<file path="config.mk">
export PLATFORM = sky130hd
export DESIGN_NAME = prot_enable_seq
export DESIGN_NICKNAME = d
export VERILOG_FILES = /design/src/rtl/prot_seq_pkg.sv /design/src/rtl/cmd_matcher.sv /design/src/rtl/wp_sync.sv /design/src/rtl/sector_gate.sv /design/src/rtl/prot_enable_seq.sv
export SDC_FILE = /design/constraint.sdc
export NUM_CORES = 1
export LEC_CHECK = 0
export ABC_AREA = 0
export BUFFER_PORTS_ARGS = -buffer_cell sky130_fd_sc_hd__buf_2
export CORE_MARGIN = 3
export CORE_UTILIZATION = 44
export CTS_CLUSTER_DIAMETER = 100
export CTS_CLUSTER_SIZE = 20
export DETAILED_ROUTE_END_ITERATION = 8
export GPL_ROUTABILITY_DRIVEN = 0
export GPL_TIMING_DRIVEN = 0
export PLACE_DENSITY_LB_ADDON = 0.12
export RECOVER_POWER = 25
export SYNTH_ARGS = -nofsm -noshare
export SYNTH_HDL_FRONTEND = slang
export SYNTH_HIERARCHICAL = 1
export SYNTH_SLANG_ARGS = --single-unit
</file>
<file path="constraint.sdc">
create_clock -name clk -period 3.9 [get_ports clk]
set_clock_uncertainty 0.05 [all_clocks]
set_input_delay 0.585 -clock clk [delete_from_list [all_inputs] [get_ports clk]]
set_output_delay 0.585 -clock clk [all_outputs]
set_load 0.005 [all_outputs]
</file>
<file path="src/rtl/prot_seq_pkg.sv">
package prot_seq_pkg;

    localparam int CMD_LEN = 4;
    localparam int CNT_W   = $clog2(CMD_LEN + 1);

    // expected byte at each position of the enable command
    function automatic logic [7:0] cmd_byte(input logic [CNT_W-1:0] idx);
        case (idx)
            CNT_W'(0): cmd_byte = 8'h3D;
            CNT_W'(1): cmd_byte = 8'h2A;
            CNT_W'(2): cmd_byte = 8'h7F;
            CNT_W'(3): cmd_byte = 8'hA9;
            default:   cmd_byte = 8'h00;
        endcase
    endfunction

    typedef struct packed {
        logic [CNT_W-1:0] cnt;     // bytes matched so far in this frame
        logic             bad;     // frame already spoiled
        logic             cs_prev; // cs_n of the previous cycle
        logic             commit;  // one-cycle commit pulse
    } match_st_t;

endpackage

</file>
<file path="src/rtl/cmd_matcher.sv">
module cmd_matcher
    import prot_seq_pkg::*;
(
    input  logic       clk,
    input  logic       rst_n,
    input  logic       cs_n,
    input  logic       byte_vld,
    input  logic [7:0] byte_dat,
    output logic       commit
);

    match_st_t st_d, st_q;

    always_comb begin
        st_d        = st_q;
        st_d.commit = 1'b0;
        if (cs_n) begin
            // frame closes on the first cycle cs_n is seen high
            st_d.commit = !st_q.cs_prev && (st_q.cnt == CNT_W'(CMD_LEN)) && !st_q.bad;
            st_d.cnt    = '0;
            st_d.bad    = 1'b0;
        end else if (byte_vld) begin
            if (!st_q.bad && (st_q.cnt < CNT_W'(CMD_LEN)) && (byte_dat == cmd_byte(st_q.cnt)))
                st_d.cnt = st_q.cnt + CNT_W'(1);
            else
                st_d.bad = 1'b1;
        end
        st_d.cs_prev = cs_n;
    end

    always_ff @(posedge clk or negedge rst_n) begin
        if (!rst_n) begin
            st_q <= '{cnt: '0, bad: 1'b0, cs_prev: 1'b1, commit: 1'b0};
        end else begin
            st_q <= st_d;
        end
    end

    assign commit = st_q.commit;


    commit_on_rise_chk: assert property (@(posedge clk) disable iff (!rst_n)
        commit |-> (cs_n || $past(cs_n)) && !$past(st_q.cs_prev));

endmodule

</file>
<file path="src/rtl/wp_sync.sv">
module wp_sync #(
    parameter int STAGES = 2
) (
    input  logic clk,
    input  logic rst_n,
    input  logic pin_n,
    output logic pin_n_s
);

    logic [STAGES-1:0] sync_d, sync_q;

    always_comb begin
        sync_d = {sync_q[STAGES-2:0], pin_n};
    end

    always_ff @(posedge clk or negedge rst_n) begin
        if (!rst_n) begin
            sync_q <= '1;
        end else begin
            sync_q <= sync_d;
        end
    end

    assign pin_n_s = sync_q[STAGES-1];

endmodule

</file>
<file path="src/rtl/sector_gate.sv">
module sector_gate #(
    parameter int NSECT  = 64,
    parameter int SECT_W = 6
) (
    input  logic              clk,
    input  logic              rst_n,
    input  logic              prot_on,
    input  logic [NSECT-1:0]  sect_mask,
    input  logic              req_vld,
    input  logic [SECT_W-1:0] req_sect,
    output logic              req_permit
);

    localparam logic [SECT_W:0] NS_LIM = (SECT_W+1)'(NSECT);

    logic in_range;
    logic marked;

    always_comb begin
        in_range = {1'b0, req_sect} < NS_LIM;
        marked   = in_range ? sect_mask[req_sect] : 1'b0;
        req_permit = req_vld && in_range && !(prot_on && marked);
    end


    permit_needs_req_chk: assert property (@(posedge clk) disable iff (!rst_n)
        req_permit |-> req_vld);

endmodule

</file>
<file path="src/rtl/prot_enable_seq.sv">
module prot_enable_seq
    import prot_seq_pkg::*;
#(
    parameter int NSECT     = 64,
    parameter int WP_STAGES = 2,
    localparam int SECT_W   = (NSECT > 1) ? $clog2(NSECT) : 1
) (
    input  logic              clk,
    input  logic              rst_n,
    input  logic              cs_n,
    input  logic              byte_vld,
    input  logic [7:0]        byte_dat,
    input  logic              wp_n,
    input  logic [NSECT-1:0]  sect_mask,
    input  logic              req_vld,
    input  logic [SECT_W-1:0] req_sect,
    output logic              prot_status,
    output logic              req_permit
);

    logic commit;
    logic wp_n_s;
    logic sw_d, sw_q;

    cmd_matcher u_match (
        .clk      (clk),
        .rst_n    (rst_n),
        .cs_n     (cs_n),
        .byte_vld (byte_vld),
        .byte_dat (byte_dat),
        .commit   (commit)
    );

    wp_sync #(.STAGES(WP_STAGES)) u_wp (
        .clk     (clk),
        .rst_n   (rst_n),
        .pin_n   (wp_n),
        .pin_n_s (wp_n_s)
    );

    always_comb begin
        sw_d = sw_q | commit;
    end

    always_ff @(posedge clk or negedge rst_n) begin
        if (!rst_n) begin
            sw_q <= 1'b0;
        end else begin
            sw_q <= sw_d;
        end
    end

    assign prot_status = sw_q | ~wp_n_s;

    sector_gate #(.NSECT(NSECT), .SECT_W(SECT_W)) u_gate (
        .clk        (clk),
        .rst_n      (rst_n),
        .prot_on    (prot_status),
        .sect_mask  (sect_mask),
        .req_vld    (req_vld),
        .req_sect   (req_sect),
        .req_permit (req_permit)
    );


    flag_sticky_chk: assert property (@(posedge clk) disable iff (!rst_n)
        sw_q |=> sw_q);


    flag_cause_chk: assert property (@(posedge clk) disable iff (!rst_n)
        $rose(sw_q) |-> $past(commit));


    wp_override_chk: assert property (@(posedge clk) disable iff (!rst_n)
        !wp_n_s |-> prot_status);

endmodule

</file>
==> out/results.ini, run 1 <==
[run_status]
status=complete, no violations

[cells_and_area]
design.final.nets=284
diode_count=0
utilization_pct=65.8
final_area_um2=1680
syn_to_final_growth_pct=39.3
fillers=214
post_route_cells_drive_above_1_share_pct=58.2

[clock_tree]
total_cts_buffers=3
cts_repair_resize_count=0
cts.sink_count=9
cts_buffer_depth=2
cts-htree-levels=1
cts_root_buffer=sky130_fd_sc_hd__clkbuf_4
clkLatencyLatePin_ns=0.26
cts_tree=done
cts.hold.buffers_added=0
clock_transition_time_at_the_flip_flop_clock_pins_of_the_worst_setup_and_hold_paths_ns=0.06
cts_post_setup_buffers_inserted=0

[die]
io_pins=86
fp.dieArea_um2=3400
coreArea_um2=2540
start_util_pct=47.2
row_count=18
die_height_um=58.3
die-width_um=58.3

[logic_synthesis]
postSynthRegisterBits=9
synth_commonest_cells=10 x sky130_fd_sc_hd__mux4_2, 9 x sky130_fd_sc_hd__mux2i_1, 6 x sky130_fd_sc_hd__dfrtp_1
leading_register_cell_type_out_of_synthesis=sky130_fd_sc_hd__dfrtp_1
most_instantiated_library_cell_after_synthesis=sky130_fd_sc_hd__mux4_2
synth.lib_cells_used.distinct=47
synth_enable_flop_cells=0
synth_sequential_area_ratio_pct=19.0
postSynthAreaPerCell_um2=11.1
synthesis_warnings=6
yosys-top-cells-area=sky130_fd_sc_hd__mux4_2 19%, sky130_fd_sc_hd__dfrtp_1 12%, sky130_fd_sc_hd__mux2i_1 7.5%, sky130_fd_sc_hd__dfstp_2 6.6%, sky130_fd_sc_hd__mux4_1 6.6%
synth.net_count=197
post_synth_instance_area_um2=1200
postSynth.asyncResetShare_pct=100
synthDominantAreaCellType=sky130_fd_sc_hd__mux4_2
synth_top_area_share_pct=18.7
netlist_instances=108

[timing]
max_slew_margin_pct=48.1
layout_worst_path_cycle_share_pct=65.5
worst-slew-pin-transition_ns=0.778
worst_slack_ns=1.35
final_max_slew_viol_count=0
min_period_ns=2.55
timing_hold_violations_final=0
rsz0062_at_grt=no
timing.final.setup_violations=0
finalSetupTns_ns=0
max_freq_mhz=391

[place]
port_buffers=82
dp_slack_ns=1.36
placed_cell_area_um2=1650
place.detailed.hpwl_um=2720

[power_and_ir_drop]
worst_ir_drop_vdd_mv=0.172
power_density_nw_per_um2=172
power.sequential.fraction_pct=34.3
p_int_mw=0.210
clock_power_share_pct=24.4
power_frac_comb_pct=41.3
power.net_switching_mw=0.0775
switching_share_of_power_pct=26.9
report.power.total_mw=0.288
power.static_leakage_nw=0.821

[routing]
via_count=1231
detailedRoute.firstPassIterationCount=4
average_wire_per_standard_cell_um=14.3
drc_viols=0
ant_nets=0
routed_wl_um=3210
detailedRoute.firstIterationViolations=43
viasPerCell=5.50

[worst_setup_path]
crit_path_start_kind=primary input
timing.critical_path.required_ns=3.26
worst-r2r-setup-slack_ns=1.45
cp-end-kind=primary output
critical_path.max_fanout=10
critPathArrivalTime_ns=1.92
setup.worst_path.class=in -> out

[job]
maxCapViolCount=0

[grt]
grt_max_degree=11
grt-ovfl-total=0
grt_first_pass_wirelength_um=4970
antenna_found_initial=0
first_global_vias=1215
grt_util_all_layers_pct=18.7

[hold_path]
min-delay-path-class=in -> async

path summary, 6_finish.rpt:
kind / cells after the start / end / from
setup / recovery: 8 / req_permit / req_sect[2]
hold / removal: 1 / u_match/st_q[4] / rst_n
setup reg to reg: 7 / u_match/st_q[4] / u_match/st_q[3]
hold reg to reg: 0 / u_wp/sync_q[1] / u_wp/sync_q[0]
max in group asynchronous: 1 / u_wp/sync_q[0] / rst_n
min in group clk: 0 / u_wp/sync_q[1] / u_wp/sync_q[0]
area by class of cell:
type | count | area, um^2 | area share, %
Buffer | 7 | 65.1 | 3.88
Clock buffer | 4 | 26.3 | 1.57
Inverter | 5 | 18.8 | 1.12
Multi-Input combinational cell | 87 | 890 | 53.1
Sequential cell | 9 | 229 | 13.7
Tap cell | 30 | 37.5 | 2.24
Timing Repair Buffer | 82 | 409 | 24.4
layer usage:
metal  wire length (um)  GRT usage (%)  share of wire (%)  vias to the layer above
li1                   -              -                  -                      611
met4                 33           7.62                1.0                        0
met1               1340           22.9                 42                      558
met2               1560           31.6                 49                       58
met3                269           4.01                8.4                        4
met5                  0              0                  0                        -
worst max-delay path: stages:
cell and delay (ns):
sky130_fd_sc_hd__buf_4 0.14, sky130_fd_sc_hd__buf_4 0.18, sky130_fd_sc_hd__mux2i_1 0.14, sky130_fd_sc_hd__a311oi_1 0.26, sky130_fd_sc_hd__o21ai_0 0.13, sky130_fd_sc_hd__a2bb2oi_1 0.15, sky130_fd_sc_hd__o211a_1 0.21, sky130_fd_sc_hd__buf_2 0.12
placed cells by master (no fill, tap or decap), drive strengths merged, types with 2 or more instances in the layout:
cell,n
buf,88
nand2,2
nand2b,2
nor2,5
a31o,2
a21oi,3
dfstp,3
mux4,13
clkbuf,5
ha,5
and2,2
mux2,2
nand4,5
and2b,2
mux2i,9
nand4b,2
inv,5
nor4,2
a211oi,2
nor3b,2
o21ai,3
or2,2
dfrtp,6
nor2b,4
sequential cells by signal (all words and copies together), names as in the netlist:
signal,count
sw_q,1
u_match/st_q,5
u_match/commit,1
u_wp/sync_q,2
cells by family (layout without fill, tap and decap cells):
family / Yosys count / after routing / share of synthesized area (%)
simple gates: 37 / 37 / 20.6
mux: 24 / 24 / 34.7
compound gates: 20 / 20 / 12.8
buf+inv: 12 / 98 / 6.97
flops: 9 / 9 / 19.0
fa+ha+maj: 5 / 5 / 5.20
xor+xnor: 1 / 1 / 0.729
metrics by stage:
step                cells  hold slack (ns)
global route          224            0.205
global placement      220            0.297
detailed placement    220            0.297
finish                224            0.196
floorplan             108            0.239
CTS                   224            0.101
power groups by stage:
stage	Clock [mW]	Sequential [mW]	Combinational (mW)
floorplan	0	0.0999	0.0655
global placement	0	0.100	0.116
detailed placement	0	0.100	0.119
CTS	0.0751	0.0986	0.120
global route	0.0802	0.0992	0.130
finish	0.0701	0.0987	0.119
Power figures use the tool's default switching activity.
==> run 2: changes to the inputs <==
--- a/config.mk
+++ b/config.mk
@@ -5,7 +5,7 @@
 export SDC_FILE = /design/constraint.sdc
 export NUM_CORES = 1
 export LEC_CHECK = 0
-export ABC_AREA = 0
+export ABC_AREA = 1
 export BUFFER_PORTS_ARGS = -buffer_cell sky130_fd_sc_hd__buf_2
 export CORE_MARGIN = 3
 export CORE_UTILIZATION = 44
==> constraint.sdc (replaced) <==
create_clock -name clk -period 2.6 [get_ports clk]
set_clock_uncertainty 0.05 [all_clocks]
set_input_delay 0.39 -clock clk [delete_from_list [all_inputs] [get_ports clk]]
set_output_delay 0.39 -clock clk [all_outputs]
set_load 0.005 [all_outputs]
==> out/results.ini, run 2 <==
[logic_synthesis]
synth_top_family_by_area=simple AND/OR/NAND/NOR gates  ; was multiplexers
synthesis_warnings=6  ; unchanged
synth.net_count=342  ; was 197
leading_register_cell_type_out_of_synthesis=sky130_fd_sc_hd__dfrtp_1  ; unchanged
synth_top_area_share_pct=31.0  ; was 18.7%
postSynth.asyncResetShare_pct=100  ; unchanged
postSynthRegisterBits=9  ; unchanged
synth_sequential_area_ratio_pct=16.5  ; was 19.0%
synth.lib_cells_used.distinct=27  ; was 47
netlist_instances=253  ; was 108
most_instantiated_library_cell_after_synthesis=sky130_fd_sc_hd__nand2_1  ; was sky130_fd_sc_hd__mux4_2
synthMuxAreaShare_pct=0  ; was 34.7%
synth_enable_flop_cells=0  ; unchanged
synth-adder-area-share_pct=4.50  ; was 5.20%
synthDominantAreaCellType=sky130_fd_sc_hd__nand2_1  ; was sky130_fd_sc_hd__mux4_2
synth_simple_gate_area_share_pct=61.4  ; was 20.6%
synthesized_area_fraction_occupied_by_ao_oa_aoi_and_oai_cells_pct=4.23  ; was 12.8%
post_synth_instance_area_um2=1390  ; was 1200 um^2
postSynthAreaPerCell_um2=5.50  ; was 11.1 um^2
synth_commonest_cells=115 x sky130_fd_sc_hd__nand2_1, 58 x sky130_fd_sc_hd__nand3_1, 19 x sky130_fd_sc_hd__inv_1, 9 x sky130_fd_sc_hd__nor2_1, 6 x sky130_fd_sc_hd__dfrtp_1  ; was 10 x sky130_fd_sc_hd__mux4_2, 9 x sky130_fd_sc_hd__mux2i_1, 6 x sky130_fd_sc_hd__dfrtp_1
yosys.area_share.xor_xnor_pct=0  ; was 0.728%
yosys-top-cells-area=sky130_fd_sc_hd__nand2_1 31%, sky130_fd_sc_hd__nand3_1 21%, sky130_fd_sc_hd__dfrtp_1 11%, sky130_fd_sc_hd__dfstp_2 5.7%, sky130_fd_sc_hd__inv_1 5.1%  ; was sky130_fd_sc_hd__mux4_2 19%, sky130_fd_sc_hd__dfrtp_1 12%, sky130_fd_sc_hd__mux2i_1 7.5%, sky130_fd_sc_hd__dfstp_2 6.6%, sky130_fd_sc_hd__mux4_1 6.6%

[cells_and_area]
fillers=331  ; was 214
layout_common_cells=115 x sky130_fd_sc_hd__nand2_1, 85 x sky130_fd_sc_hd__buf_2, 58 x sky130_fd_sc_hd__nand3_1, 19 x sky130_fd_sc_hd__inv_1, 9 x sky130_fd_sc_hd__nor2_1  ; was 82 x sky130_fd_sc_hd__buf_2, 10 x sky130_fd_sc_hd__mux4_2, 9 x sky130_fd_sc_hd__mux2i_1, 6 x sky130_fd_sc_hd__dfrtp_1
layoutNonFillerInstCount=382  ; was 224
design.final.nets=430  ; was 284
layout.cells.most_common=sky130_fd_sc_hd__nand2_1  ; was sky130_fd_sc_hd__buf_2
multiInputGateArea_um2=976  ; was 890 um^2
largest_reg_flops=5  ; unchanged
post_route_cells_drive_above_1_share_pct=33.2  ; was 58.2%
register_area_um2=229  ; unchanged
syn_to_final_growth_pct=35.7  ; was 39.3%
diode_count=0  ; unchanged
registers.top_by_ff_count=u_match/st_q  ; unchanged
largest_registers=u_match/st_q: 5 flops, u_wp/sync_q: 2 flops  ; unchanged
utilization_pct=65.6  ; was 65.8%

[timing]
max_slew_margin_pct=69.9  ; was 48.1%
worst_slack_ns=0.644  ; was 1.35 ns
final_max_slew_viol_count=0  ; unchanged
timing_hold_violations_final=0  ; unchanged
timing.final.setup_violations=0  ; unchanged
max_freq_mhz=511
layout_worst_path_cycle_share_pct=75.2
min_period_ns=1.96
rsz0062_at_grt=no  ; unchanged
worst-slew-pin-transition_ns=0.452  ; was 0.778 ns
finalSetupTns_ns=0  ; unchanged

[run_status]
status=complete, no violations  ; unchanged

[routing]
average_wire_per_standard_cell_um=10.7  ; was 14.3 um
detailedRoute.firstPassIterationCount=4  ; unchanged
drc_viols=0  ; unchanged
ant_nets=0  ; unchanged
via_count=1834  ; was 1,231
routed_wl_um=4080  ; was 3210 um
viasPerCell=4.80  ; was 5.50
detailedRoute.firstIterationViolations=185  ; was 43

[place]
port_buffers=82  ; unchanged
dp_slack_ns=0.656  ; was 1.36 ns
post-place-cells=377  ; was 220
place.detailed.hpwl_um=3450  ; was 2720 um

[worst_setup_path]
critPathArrivalTime_ns=1.52  ; was 1.92 ns
timing.critical_path.required_ns=2.16  ; was 3.26 ns
crit_path_start_kind=primary input  ; unchanged
worst_r2r_startpoint=u_match/st_q[3]  ; unchanged
worst-r2r-setup-slack_ns=0.76  ; was 1.45 ns
critical_path.max_fanout=10  ; unchanged
r2r_end=u_match/st_q[3]  ; was u_match/st_q[4]
cp_top_family=simple AND/OR/NAND/NOR gates  ; was compound AO/OA/AOI/OAI gates
worst-path-buf-inv=4  ; was 3
setup.worst_path.class=in -> out  ; unchanged
worst_path_largest_cell_delay_ns=0.15  ; was 0.26 ns
cp-end-kind=primary output  ; unchanged
timing.critical_path.cells=buf_4 > clkinv_2 > buf_6 > nand3_1 > nand3_1 > nand2_1 > nand2_1 > nand3_1 > nand3b_1 > nand2_1 > a21oi_2 > buf_2  ; was buf_4 > buf_4 > mux2i_1 > a311oi_1 > o21ai_0 > a2bb2oi_1 > o211a_1 > buf_2
rr_worst_depth=11  ; was 7
critical_path.slowest_cell=sky130_fd_sc_hd__buf_4  ; was sky130_fd_sc_hd__a311oi_1

[hold_path]
min-delay-path-class=in -> reg  ; was in -> async
worst_hold_endpoint=u_wp/sync_q[0]
hold_path.startpoint=wp_n
worst_hold_path_depth=1

[clock_tree]
cts_root_buffer=sky130_fd_sc_hd__clkbuf_4  ; unchanged
cts_tree=done  ; unchanged
cts_buffer_depth=2  ; unchanged
cts-htree-levels=1  ; unchanged
cts_repair_resize_count=0  ; unchanged
cts.sink_count=9  ; unchanged
clock_transition_time_at_the_flip_flop_clock_pins_of_the_worst_setup_and_hold_paths_ns=0.06  ; about the same
total_cts_buffers=3  ; unchanged
clkLatencyLatePin_ns=0.25  ; was 0.26 ns

[grt]
first_global_vias=1644  ; was 1,215
grt_first_pass_wirelength_um=6980  ; was 4970 um
antenna_found_initial=0  ; unchanged
grt-ovfl-total=0  ; unchanged
grt_util_all_layers_pct=21.1  ; was 18.7%
grt_max_degree=11  ; unchanged

[power_and_ir_drop]
worst_ir_drop_vdd_mv=0.259  ; was 0.172 mV
report.power.total_mw=0.458  ; was 0.288 mW
power.static_leakage_nw=1.12  ; was 0.821 nW
power_density_nw_per_um2=243  ; was 172 nW/um^2

[die]
coreArea_um2=2880  ; was 2540 um^2
io_pins=86  ; unchanged
start_util_pct=48.4  ; was 47.2%
row_count=19  ; was 18
die_height_um=62.2  ; was 58.3 um
fp.dieArea_um2=3870  ; was 3400 um^2
die-width_um=62.2  ; was 58.3 um

[job]
maxCapViolCount=0  ; unchanged

-- run 2: cell count changes in the layout (fill, tap and decap cells not counted), moves of 3 or more --
| cell | delta |
|---|---|
| sky130_fd_sc_hd__mux4_1 | -3 |
| sky130_fd_sc_hd__buf_6 | +3 |
| sky130_fd_sc_hd__inv_2 | +4 |
| sky130_fd_sc_hd__nor2b_1 | -4 |
| sky130_fd_sc_hd__nand2_1 | +113 |
| sky130_fd_sc_hd__inv_1 | +14 |
| sky130_fd_sc_hd__nand3_1 | +57 |
| sky130_fd_sc_hd__mux2i_1 | -9 |
| sky130_fd_sc_hd__mux4_2 | -10 |
| sky130_fd_sc_hd__nor2_1 | +4 |
| sky130_fd_sc_hd__buf_2 | +3 |
-- run 2: worst register-to-register path, delay by kind of cell (launching register included) --
family,cells,cell delay [ns]
adder cells (fa/ha/maj),2,0.41
AND/OR/NAND/NOR,8,0.72
flip-flops,1,0.44
buffers and inverters,1,0.10
-- run 2: routing by layer --
layer / share of wire [%] / track usage, % / vias up
met5: 0 / 0 / -
met4: 0 / 4.14 / 0
met3: 9.5 / 3.60 / 0
met2: 44 / 32.8 / 71
met1: 46 / 30.7 / 778
li1: - / - / 985
-- run 2: logic make-up after synthesis --
logic type / after synthesis
adder cells (fa/ha/maj): 5
flip-flops: 9
AO/OA/AOI/OAI: 8
AND/OR/NAND/NOR: 195
buffers and inverters: 36
-- run 2: layout make-up --
class                   count  share of cell area, %
repair buffers             83                   22.1
flip-flops and latches      9                   12.1
clock buffers               4                   1.39
plain buffers              11                   4.71
well taps                  42                   2.78
inverters                  25                   5.17
multi-input cells         208                   51.7
-- run 2: worst max-delay path by stage --
stage	from	endpoint	slack, ns	cells past startpoint
floorplan	req_sect[1]	req_permit	0.89	11
global placement	req_sect[1]	req_permit	0.64	11
finish	req_sect[1]	req_permit	0.64	12
global route	req_sect[1]	req_permit	0.52	12
CTS	req_sect[1]	req_permit	0.65	12
detailed placement	req_sect[1]	req_permit	0.66	12
-- run 2: power breakdown --
| part | internal [mW] | switching [mW] | total [mW] |
|---|---|---|---|
| Combinational | 0.0994 | 0.108 | 0.207 |
| Sequential | 0.147 | 0.00210 | 0.149 |
| Clock | 0.0588 | 0.0436 | 0.102 |
| Total | 0.305 | 0.153 | 0.458 |
-- run 2: metrics by stage --
stage,area [um^2],hold slack [ns]
floorplan,1390,0.0444
global placement,1850,0.193
detailed placement,1850,0.195
CTS,1890,0.173
global route,1890,0.165
finish,1890,0.184
-- run 2: timing repair --
item	in CTS	in global routing
hold buffers	1	0
buffers inserted	0	0
endpoints found under the hold margin	6	0
